File: config.mk
export PLATFORM = sky130hd
export DESIGN_NAME = irq_enable_bank
export DESIGN_NICKNAME = d
export VERILOG_FILES = /design/src/rtl/irq_en_pkg.sv /design/src/rtl/irq_en_decode.sv /design/src/rtl/irq_en_lane.sv /design/src/rtl/irq_en_store.sv /design/src/rtl/irq_enable_bank.sv
export SDC_FILE = /design/constraint.sdc
export NUM_CORES = 1
export LEC_CHECK = 0
export BUFFER_PORTS_ARGS = -buffer_cell sky130_fd_sc_hd__buf_2
export CAP_MARGIN = 10
export CORE_MARGIN = 2
export CORE_UTILIZATION = 40
export CTS_CLUSTER_DIAMETER = 30
export CTS_CLUSTER_SIZE = 16
export DETAILED_ROUTE_END_ITERATION = 8
export GPL_ROUTABILITY_DRIVEN = 0
export GPL_TIMING_DRIVEN = 0
export SETUP_SLACK_MARGIN = 0.4
export SLEW_MARGIN = 20
export SYNTH_ARGS = -nofsm -noshare
export SYNTH_HDL_FRONTEND = slang
export SYNTH_SLANG_ARGS = --single-unit
File: constraint.sdc
create_clock -name clk -period 4.8 [get_ports clk]
set_input_delay 0.24 -clock clk [delete_from_list [all_inputs] [get_ports clk]]
set_output_delay 0.24 -clock clk [all_outputs]
set_load 0.005 [all_outputs]
File: src/rtl/irq_en_pkg.sv
package irq_en_pkg;

  localparam int BUS_W = 32;

  typedef enum logic [1:0] {
    SZ_BYTE = 2'd0,
    SZ_HALF = 2'd1,
    SZ_WORD = 2'd2,
    SZ_RSVD = 2'd3
  } acc_size_e;

  // Number of bytes moved by one access of the given size code.
  function automatic int unsigned size_bytes(input logic [1:0] sz);
    case (sz)
      SZ_BYTE: return 1;
      SZ_HALF: return 2;
      SZ_WORD: return 4;
      default: return 0;
    endcase
  endfunction

  // Data lanes that carry meaning for the given size code.
  function automatic logic [BUS_W-1:0] size_mask(input logic [1:0] sz);
    case (sz)
      SZ_BYTE: return 32'h0000_00FF;
      SZ_HALF: return 32'h0000_FFFF;
      SZ_WORD: return 32'hFFFF_FFFF;
      default: return 32'h0000_0000;
    endcase
  endfunction

endpackage

File: src/rtl/irq_en_decode.sv
module irq_en_decode
  import irq_en_pkg::*;
#(
  parameter int ADDR_W    = 12,
  parameter int SET_BASE  = 'h100,
  parameter int CLR_BASE  = 'h180,
  parameter int WIN_BYTES = 16,
  localparam int OFF_W    = ADDR_W + 1,
  localparam int FIRST_W  = OFF_W + 3
) (
  input  logic [ADDR_W-1:0]  addr,
  input  logic [1:0]         size,
  output logic               hit_set,
  output logic               legal,
  output logic [FIRST_W-1:0] first_irq
);

  logic [OFF_W-1:0] a_ext;
  logic [OFF_W-1:0] off;
  logic [OFF_W-1:0] nbytes;
  logic             in_set;
  logic             in_clr;
  logic             aligned;
  logic             fits;

  always_comb begin
    a_ext   = {1'b0, addr};
    in_set  = (a_ext >= OFF_W'(SET_BASE)) && (a_ext < OFF_W'(SET_BASE + WIN_BYTES));
    in_clr  = (a_ext >= OFF_W'(CLR_BASE)) && (a_ext < OFF_W'(CLR_BASE + WIN_BYTES));
    off     = in_set ? (a_ext - OFF_W'(SET_BASE)) : (a_ext - OFF_W'(CLR_BASE));
    nbytes  = OFF_W'(size_bytes(size));
    aligned = ((off & (nbytes - OFF_W'(1))) == '0);
    fits    = (off + nbytes) <= OFF_W'(WIN_BYTES);
    legal   = (in_set || in_clr) && (size != SZ_RSVD) && aligned && fits;
    hit_set = in_set;
    // one enable bit per interrupt: eight interrupts per byte of offset
    first_irq = {off, 3'b000};
  end

endmodule

File: src/rtl/irq_en_lane.sv
module irq_en_lane
  import irq_en_pkg::*;
#(
  parameter int NUM_IRQ = 64,
  parameter int FIRST_W = 16,
  localparam int EXT_W  = NUM_IRQ + BUS_W
) (
  input  logic               clk,
  input  logic               rst,
  input  logic               wr,
  input  logic               legal,
  input  logic               hit_set,
  input  logic [1:0]         size,
  input  logic [FIRST_W-1:0] first_irq,
  input  logic [BUS_W-1:0]   wdata,
  output logic [NUM_IRQ-1:0] set_mask,
  output logic [NUM_IRQ-1:0] clr_mask
);

  logic [BUS_W-1:0]   lane_data;
  logic [EXT_W-1:0]   spread;
  logic [NUM_IRQ-1:0] covered;

  always_comb begin
    lane_data = wdata & size_mask(size);
    // positions past the bank fall off the top of the slice
    spread    = EXT_W'(lane_data) << first_irq;
    covered   = spread[NUM_IRQ-1:0];
    set_mask  = (wr && legal && hit_set)  ? covered : '0;
    clr_mask  = (wr && legal && !hit_set) ? covered : '0;
  end

  // an illegal access yields no action on any interrupt
  assert_illegal_inert_R8: assert property (@(posedge clk) disable iff (rst)
    !legal |-> (set_mask == '0 && clr_mask == '0));

  // a single access acts through one window only
  assert_one_window_R2: assert property (@(posedge clk) disable iff (rst)
    $countones(set_mask & clr_mask) == 0);

endmodule

File: src/rtl/irq_en_store.sv
module irq_en_store #(
  parameter int NUM_IRQ = 64
) (
  input  logic               clk,
  input  logic               rst,
  input  logic [NUM_IRQ-1:0] set_mask,
  input  logic [NUM_IRQ-1:0] clr_mask,
  output logic [NUM_IRQ-1:0] en_q,
  output logic [NUM_IRQ-1:0] fresh_q
);

  for (genvar k = 0; k < NUM_IRQ; k++) begin : g_bit
    always_ff @(posedge clk) begin
      if (rst) begin
        en_q[k]    <= 1'b0;
        fresh_q[k] <= 1'b0;
      end else begin
        // clear wins if both requests ever meet on one bit
        if (clr_mask[k])      en_q[k] <= 1'b0;
        else if (set_mask[k]) en_q[k] <= 1'b1;
        fresh_q[k] <= set_mask[k] && !clr_mask[k];
      end
    end

    assert_set_enables_R3: assert property (@(posedge clk) disable iff (rst)
      (set_mask[k] && !clr_mask[k]) |=> (en_q[k] && fresh_q[k]));

    assert_clr_disables_R4: assert property (@(posedge clk) disable iff (rst)
      clr_mask[k] |=> (!en_q[k] && !fresh_q[k]));

    assert_hold_R3: assert property (@(posedge clk) disable iff (rst)
      (!set_mask[k] && !clr_mask[k]) |=> ($stable(en_q[k]) && !fresh_q[k]));

    assert_flag_implies_on_R6: assert property (@(posedge clk) disable iff (rst)
      fresh_q[k] |-> en_q[k]);
  end

endmodule

File: src/rtl/irq_enable_bank.sv
module irq_enable_bank
  import irq_en_pkg::*;
#(
  parameter int NUM_IRQ   = 64,
  parameter int ADDR_W    = 12,
  parameter int SET_BASE  = 'h100,
  parameter int CLR_BASE  = 'h180,
  parameter int WIN_BYTES = 16
) (
  input  logic               clk,
  input  logic               rst,
  input  logic               bus_rd,
  input  logic               bus_wr,
  input  logic [ADDR_W-1:0]  bus_addr,
  input  logic [1:0]         bus_size,
  input  logic [31:0]        bus_wdata,
  output logic [31:0]        bus_rdata,
  output logic [NUM_IRQ-1:0] enable_o,
  output logic [NUM_IRQ-1:0] newly_en_o
);

  localparam int FIRST_W = ADDR_W + 4;
  localparam int EXT_W   = NUM_IRQ + BUS_W;

  logic               hit_set;
  logic               legal;
  logic [FIRST_W-1:0] first_irq;
  logic [NUM_IRQ-1:0] set_mask;
  logic [NUM_IRQ-1:0] clr_mask;
  logic [NUM_IRQ-1:0] en_q;
  logic [NUM_IRQ-1:0] fresh_q;
  logic [EXT_W-1:0]   rd_spread;
  logic [BUS_W-1:0]   rd_word;

  irq_en_decode #(
    .ADDR_W(ADDR_W), .SET_BASE(SET_BASE), .CLR_BASE(CLR_BASE), .WIN_BYTES(WIN_BYTES)
  ) u_decode (
    .addr(bus_addr), .size(bus_size),
    .hit_set(hit_set), .legal(legal), .first_irq(first_irq)
  );

  irq_en_lane #(.NUM_IRQ(NUM_IRQ), .FIRST_W(FIRST_W)) u_lane (
    .clk(clk), .rst(rst), .wr(bus_wr), .legal(legal), .hit_set(hit_set),
    .size(bus_size), .first_irq(first_irq), .wdata(bus_wdata),
    .set_mask(set_mask), .clr_mask(clr_mask)
  );

  irq_en_store #(.NUM_IRQ(NUM_IRQ)) u_store (
    .clk(clk), .rst(rst), .set_mask(set_mask), .clr_mask(clr_mask),
    .en_q(en_q), .fresh_q(fresh_q)
  );

  // read view: both windows see the same flags; missing interrupts shift in as 0
  always_comb begin
    rd_spread = EXT_W'(en_q) >> first_irq;
    rd_word   = rd_spread[BUS_W-1:0] & size_mask(bus_size);
  end

  always_ff @(posedge clk) begin
    if (rst)                  bus_rdata <= '0;
    else if (bus_rd && legal) bus_rdata <= rd_word;
    else                      bus_rdata <= '0;
  end

  assign enable_o   = en_q;
  assign newly_en_o = fresh_q;

  assert_reset_clears_R1: assert property (@(posedge clk)
    rst |=> (enable_o == '0 && newly_en_o == '0 && bus_rdata == '0));

  assert_rdata_idle_R5: assert property (@(posedge clk) disable iff (rst)
    !bus_rd |=> (bus_rdata == '0));

  assert_illegal_read_zero_R8: assert property (@(posedge clk) disable iff (rst)
    (bus_rd && !legal) |=> (bus_rdata == '0));

  assert_read_no_flag_R6: assert property (@(posedge clk) disable iff (rst)
    !bus_wr |=> (newly_en_o == '0 && $stable(enable_o)));

endmodule

== Yosys cells after proc, flatten, opt, wreduce, memory -nomap -nowiden ==
Cells that the tools add are included.
Storage, ports and cells
  register bits: 160
  input port bits: 50
  output and inout bits: 160
Cells by class
  $add $sub $neg: 4
  magnitude comparators: 5
  equal/unequal tests: 3
  shift operators: 2
  multiplexer cells: 5
  bitwise operators: 4
  reductions and logical operators: 206
Operators with widths (count)
  $reduce_or A2 Y1: 65
  $mux W64: 2
  $pmux W32 S3: 1
  $logic_and A1 B1 Y1: 73
  $logic_not A1 Y1: 65
  $and A32 B32 Y32: 2
  $shl A32 B16 Y64: 1
  $shr A64 B16 Y32: 1
  $sub A12 B9 Y13 const B: 2
  $ge A12 B9 Y1 const B: 2
  $lt A12 B9 Y1 const B: 2
  $add A13 B3 Y13: 1
  $and A13 B13 Y13: 1
  $le A13 B5 Y1 const B: 1
  $logic_not A13 Y1: 1
  $mux W13: 1
  $pmux W3 S3: 1
  $sub A3 B1 Y4 const B: 1
  $eq A2 B1 Y1 const B: 1
  $eq A2 B2 Y1 const B: 1
  $logic_not A2 Y1: 1
  $ne A2 B2 Y1 const B: 1
  $logic_or A1 B1 Y1: 1
  $not A1 Y1: 1

== Depth between registers and ports, before layout ==
Gate-level depths: netlist (run 1).
  depth after elaboration: 12
  depth in mapped cells: 14

== Modules after synthesis ==
A second synthesis (run 1) with hierarchy kept.
Unflattened totals
  cell total of the unflattened synthesis: 1560
  area, all modules: 13823.3 sq um
Modules (own cells, without submodules)
  irq_enable_bank: instances 1, cells an instance 537, area each 5292.6 sq um
  irq_en_lane: instances 1, cells an instance 596, area each 4030.1 sq um
  irq_en_store: instances 1, cells an instance 334, area each 3793.6 sq um
  irq_en_decode: instances 1, cells an instance 93, area each 706.9 sq um

== Least setup slack after synthesis (run 1) ==
No wires, ideal clock.
  path type: input-to-reg
  from: input port bus_size[0]
  to: register u_store.fresh_q[18]
  setup time: 0.089 ns
  data arrival time: 3.234 ns
  required time: 4.711 ns
  path slack: 1.477 ns
  stages: 14
  buffers on the path: 2
  path through: inv_1 > ha_1 > ha_1 > inv_1 > fa_1 > nor2b_1 > o21ai_0 > o221a_2 > a221oi_1 > o211ai_1 > or4_1 > buf_2 > buf_6 > nor4_2
On the way
  word-level cells in the longest chain between the ends: 12
Ends and longest elaborated chain
  start, declared: RTL line irq_enable_bank.sv:15  | input logic [1:0] bus_size,
  parallel branches: the longest is 11 deep, another holds $add A13 B3 Y13
  $logic_and A1 B1 Y1 *: RTL line irq_en_store.sv:21  | fresh_q[k] <= set_mask[k] && !clr_mask[k];
  end signal, assigned by index: RTL line irq_en_store.sv:21
  end, declared: RTL line irq_en_store.sv:9  | output logic [NUM_IRQ-1:0] fresh_q
Mark *: on every way between the ends.
A chain may end at the register's enable or synchronous reset.

== Worst setup path in the final report (run 1) ==
  from: input port bus_addr[1]
  to: register bus_rdata[19]
On the way
  word-level cells in the longest chain between the ends: 10
Ends and longest elaborated chain
  start, declared: RTL line irq_enable_bank.sv:14  | input logic [ADDR_W-1:0] bus_addr,
  parallel branches: the longest is 10 deep, another holds $add A13 B3 Y13
  end signal, assigned: RTL line irq_enable_bank.sv:61  | else if (bus_rd && legal) bus_rdata <= rd_word;
  end, declared: RTL line irq_enable_bank.sv:17  | output logic [31:0] bus_rdata,
Several ways; the timed one is not identified.

==> results of run 1 <==
==> sequential cells by signal (all words and copies together) (netlist names) <==
register	cells
bus_rdata	32
u_store.en_q	64
u_store.fresh_q	64
==> through the flow <==
stage          std cells  area [sq um]  util (%)  setup WS (ns)
4_1_cts             1549         11000      50.2          0.662
5_1_grt             1549         11000      50.3          0.408
6_report            1549         11000      50.3          0.692
3_3_place_gp        1517         10400      47.3          0.115
3_5_place_dp        1517         10400      47.5          0.261
2_1_floorplan       1029          8970         -           1.48
==> final timing paths <==
| path | to | startpoint | slack [ns] |
|---|---|---|---|
| setup / recovery | bus_rdata[19]$_SDFF_PP0_ | bus_addr[1] | 0.69 |
| hold / removal | u_store.fresh_q[1]$_SDFF_PP0_ | bus_wdata[1] | 0.19 |
| setup reg to reg | bus_rdata[19]$_SDFF_PP0_ | u_store.en_q[59]$_SDFFE_PP0P_ | 3.26 |
| hold reg to reg | u_store.en_q[4]$_SDFFE_PP0P_ | u_store.en_q[4]$_SDFFE_PP0P_ | 0.53 |
==> area by class of cell <==
class	instances	share of cell area [%]
Clock inverter	15	1.50
Tap cell	280	3.18
Clock buffer	17	3.87
Sequential cell	160	29.1
Multi-Input combinational cell	754	48.6
Buffer	100	3.74
Inverter	15	0.512
Timing Repair Buffer	208	9.46
==> layer usage <==
metal	up-vias	track usage, %	wire length [microns]
met4	0	10.4	1340
li1	4365	-	-
met1	4565	43.3	15600
met3	99	7.41	4350
met5	-	0	0
met2	634	46.3	16000
==> cell families after synthesis <==
group,synth area share (%)
AO/OA/AOI/OAI,19.1
adder cells (fa/ha/maj),1.90
AND/OR/NAND/NOR,23.3
flip-flops,35.7
XOR/XNOR,0.488
multiplexers,14.3
buffers and inverters,5.21
==> power by group <==
part | internal (mW) | total (mW) | switching [mW]
Combinational | 0.113 | 0.357 | 0.243
Clock | 0.701 | 1.36 | 0.658
Sequential | 1.33 | 1.33 | 0.00000000771
==> layout by cell type, fill, tap and decap left out, types with 32 or more instances in the layout <==
cell	n
mux2i_1	79
a21oi_1	46
nor3_1	45
nor4_1	32
dfxtp_1	160
nand2_1	73
nor2_1	82
buf_2	219
nand2b_1	39
clkbuf_1	70
==> critical path: stages <==
cell,delay (ns)
buf_2,0.15
inv_2,0.22
buf_1,0.67
fa_1,0.37
xor2_1,0.19
nand3b_1,0.09
o41ai_1,0.45
nor3_1,0.17
a2111o_1,0.56
or4_1,0.65
buf_2,0.21
buf_6,0.15
nor4_1,0.30
==> timing repair <==
item | 4_1_cts | 5_1_grt
resized for setup | 0 | 1
endpoints found under the hold margin | 0 | 0
setup endpoints to repair | 0 | 10
hold buffers | 0 | 0
==> flow_summary.toml, run 1 <==
[clocking]
tritoncts = "built"
clock_sinks = 160
path_clk_slew_ns = 0.07
cts-htree-levels = 4
cts_made_buffers = 17
insertion_delay_ns = 0.44
post-cts-setup-buffers = 0
cts.root.buffer_cell = "clkbuf_16"
clock_tree.buffer_depth = 2

[synthesis]
synth_area_leaders = "dfxtp_1, mux2i_1, mux4_2"
synth_seq_cells = 160
avgSynthCellArea_sq_um = 8.72
synth.distinct_cells = 69
yosysTopAreaCellShare_pct = 35.7
yosysWarningCount = 0
synth.largest_area_cell = "dfxtp_1"
synth_nets = 1092
synthArstFlopShare_pct = 0
netlist_area_sq_um = 8970
synth_most_common_cell = "dfxtp_1"
synthTopCellsByCount = "dfxtp_1, nor2_1, mux2i_1"
ys_seq_area_share_pct = 35.7
synth_edf_count = 0
synthCells = 1029
synth_ff_type = "dfxtp_1"

[routing]
ant_nets = 0
drc = 0
routed_via_density = 6.24
num_vias = 9663
drt-initial-drc-count = 1139
dr.pass1.iters = 5
totalWireLength_microns = 37300
routedWlPerCell_microns = 24.1

[cells_and_area]
area_delta_synth_final_pct = 22.6
num-nets-final = 1319
fill_cells = 2160
regArea_sq_um = 3200
diodes = 0
drive_gt1_share_pct = 24.4
multiInputGateArea_sq_um = 5350

[critical_path]
crit_arrival_ns = 4.42
worst_setup_path_end_kind = "flop"
worst-r2r-cell-count = 4
cp-start-kind = "primary input"
cp_data_required_time_ns = 5.11
crit_path_max_fanout = 10
path_class = "in2reg"

[timing]
max_slew_margin_pct = 26.2
hold_viol_final = 0
finalSetupViolCount = 0
rsz0062_at_grt = "false"
finalCritPeriodShare_pct = 85.6
timing.setup.tns_ns = 0
skew_ns = 0.0106
hold_slack_ns = 0.186
drv_slew = 0
min_period_ns = 4.11
clock.fmax_mhz = 243
tightest_slew_ns = 1.10

[grt]
antenna_found_initial = 0
grt_pass1_wl_microns = 56000
grt_pass1_vias = 9021
grt_overflow = 0
grt_max_degree = 19
grtUsageTotal_pct = 30.8

[die]
std_cell_rows = 54
ios = 210
initial_core_util_pct = 41.0
dieHeight_microns = 154
dieArea_sq_um = 23600
core-area_sq_um = 21900
die_w_microns = 154

[power_and_ir_drop]
leakage_nw = 4.20
power_mw = 3.04
power_density_nw_per_um2 = 277
vdd_ir_drop_max_v = 0.000204

[job]
maxCapViolations = 0

[placed_design]
dp_hpwl_microns = 29400
port_buffers = 208

[hold_path]
hold_depth = 3
hold_path_class = "in2reg"

[status]
outcome = "complete, no violations"
(Power assumes the default switching activity.)
==> run 2: changes to the inputs <==
--- a/config.mk
+++ b/config.mk
@@ -9,6 +9,7 @@
 export CAP_MARGIN = 10
 export CORE_MARGIN = 2
 export CORE_UTILIZATION = 40
+export CTS_BUF_LIST = sky130_fd_sc_hd__clkbuf_2
 export CTS_CLUSTER_DIAMETER = 30
 export CTS_CLUSTER_SIZE = 16
 export DETAILED_ROUTE_END_ITERATION = 8
==> run 2 against run 1 <==
Against the previous run: design area fell by 0.31%; maximum frequency rose by 3.9%; die area did not move; critical path type unchanged; via count rose by 1.8%; first-iteration DRC count rose by 3.2%.
==> flow_summary.toml, run 2 (synthesized netlist as in run 1, its figures left out) <==
[status]
outcome = "complete, no violations"

[power_and_ir_drop]
power_density_nw_per_um2 = 227
leakage_nw = 4.19
vdd_ir_drop_max_v = 0.000165
power_mw = 2.49

[clocking]
tritoncts = "built"
clock_tree.buffer_depth = 2
cts_hold_buf = 31
cts-htree-levels = 4
cts_made_buffers = 17
insertion_delay_ns = 0.79
clock_sinks = 160
cts.root.buffer_cell = "clkbuf_2"
cts_resized = 0
post-cts-setup-buffers = 0
path_clk_slew_ns = 0.30

[timing]
finalSetupViolCount = 0
drv_slew = 0
timing.setup.tns_ns = 0
skew_ns = 0.0533
rsz0062_at_grt = "false"
tightest_slew_ns = 1.05
min_period_ns = 3.95
clock.fmax_mhz = 253
finalCritPeriodShare_pct = 82.4
max_slew_margin_pct = 29.9
hold_viol_final = 0

[cells_and_area]
area_delta_synth_final_pct = 22.2
num-nets-final = 1350
final_cell_mix = "buf_2, dfxtp_1, nor2_1, mux2i_1, nand2_1"
drive_gt1_share_pct = 23.8
largestRegisters = "u_store.en_q x64, u_store.fresh_q x64, bus_rdata x32"
final_common_cell = "buf_2"
final_cell_count_no_fill = 1581

[job]
maxCapViolations = 0

[grt]
grtUsageTotal_pct = 30.8
grt_overflow = 0
grt_pass1_vias = 9164
grt_pass1_wl_microns = 56200
antenna_found_initial = 1
grt_max_degree = 19

[routing]
drc = 0
totalWireLength_microns = 37500
num_vias = 9834
drt-initial-drc-count = 1176
dr.pass1.iters = 8
ant_nets = 0
routedWlPerCell_microns = 23.7
routed_via_density = 6.22

[critical_path]
worst_setup_path_end_kind = "flop"
cp-start-kind = "primary input"
path_class = "in2reg"
cp_data_required_time_ns = 5.49
crit_arrival_ns = 4.65
crit_path_max_fanout = 10

[die]
std_cell_rows = 54
initial_core_util_pct = 41.0
die_w_microns = 154
core-area_sq_um = 21900
dieArea_sq_um = 23600
dieHeight_microns = 154
ios = 210

[placed_design]
dp_hpwl_microns = 29400
port_buffers = 208
place_inst = 1517

[hold_path]
hold_path_class = "in2reg"
[run 2: changes by cell type in the layout (fill, tap and decap cells not counted)]
cell	delta
clkbuf_16	-17
clkbuf_2	+17
diode_2	+1
dlygate4sd3_1	+31
o2111ai_1	+1
o2111ai_2	-1
[run 2: where the power goes]
part | internal [mW] | switching (mW)
clock | 0.179 | 0.595
sequential | 1.33 | 0.00000000762
combinational | 0.130 | 0.247
[run 2: layer usage]
| layer | GRT usage (%) | routed length, microns |
|---|---|---|
| met1 | 42.7 | 15600 |
| met2 | 46.6 | 16100 |
| met3 | 7.75 | 4330 |
| met4 | 11.0 | 1380 |
| met5 | 0 | 0 |
[run 2: worst max-delay path: stages]
cell and delay, ns:
buf_2 0.16, inv_2 0.14, buf_1 0.41, fa_1 0.60, nor2b_1 0.32, o21ai_0 0.22, o21ai_0 0.23, o221ai_1 0.18
o2111ai_1 0.73, clkbuf_1 0.53, clkbuf_1 0.56, o41ai_1 0.14, a21oi_1 0.16
[run 2: area by class of cell]
| class | count | area (sq um) |
|---|---|---|
| buffer | 100 | 412 |
| clock buffer | 17 | 85.1 |
| antenna | 1 | 2.50 |
| fill | 2183 | 10900 |
| sequential | 160 | 3200 |
| tap | 280 | 350 |
| timing repair buffer | 239 | 1350 |
| clock inverter | 15 | 165 |
| multi-input combinational | 754 | 5340 |
| inverter | 15 | 56.3 |
[run 2: stage by stage]
stage          setup WS [ns]  instance area, sq um  hold slack [ns]  utilization, %
5_1_grt                0.756                 11000           0.0172            50.1
3_5_place_dp           0.261                 10400            0.502            47.5
3_3_place_gp           0.115                 10400            0.493            47.3
6_report               0.845                 11000           0.0585            50.1
4_1_cts                 1.06                 11000           0.0218            50.0
2_1_floorplan           1.48                  8970            0.404               -
[run 2: path summary, 6_finish.rpt]
kind / to / start / slack, ns / cells after the start
max: u_store.en_q[50]$_SDFFE_PP0P_ / bus_addr[1] / 0.85 / 13
min: u_store.fresh_q[17]$_SDFF_PP0_ / bus_wdata[17] / 0.06 / 3
max reg2reg: bus_rdata[19]$_SDFF_PP0_ / u_store.en_q[27]$_SDFFE_PP0P_ / 3.22 / 4
min reg2reg: u_store.en_q[54]$_SDFFE_PP0P_ / u_store.en_q[54]$_SDFFE_PP0P_ / 0.54 / 2
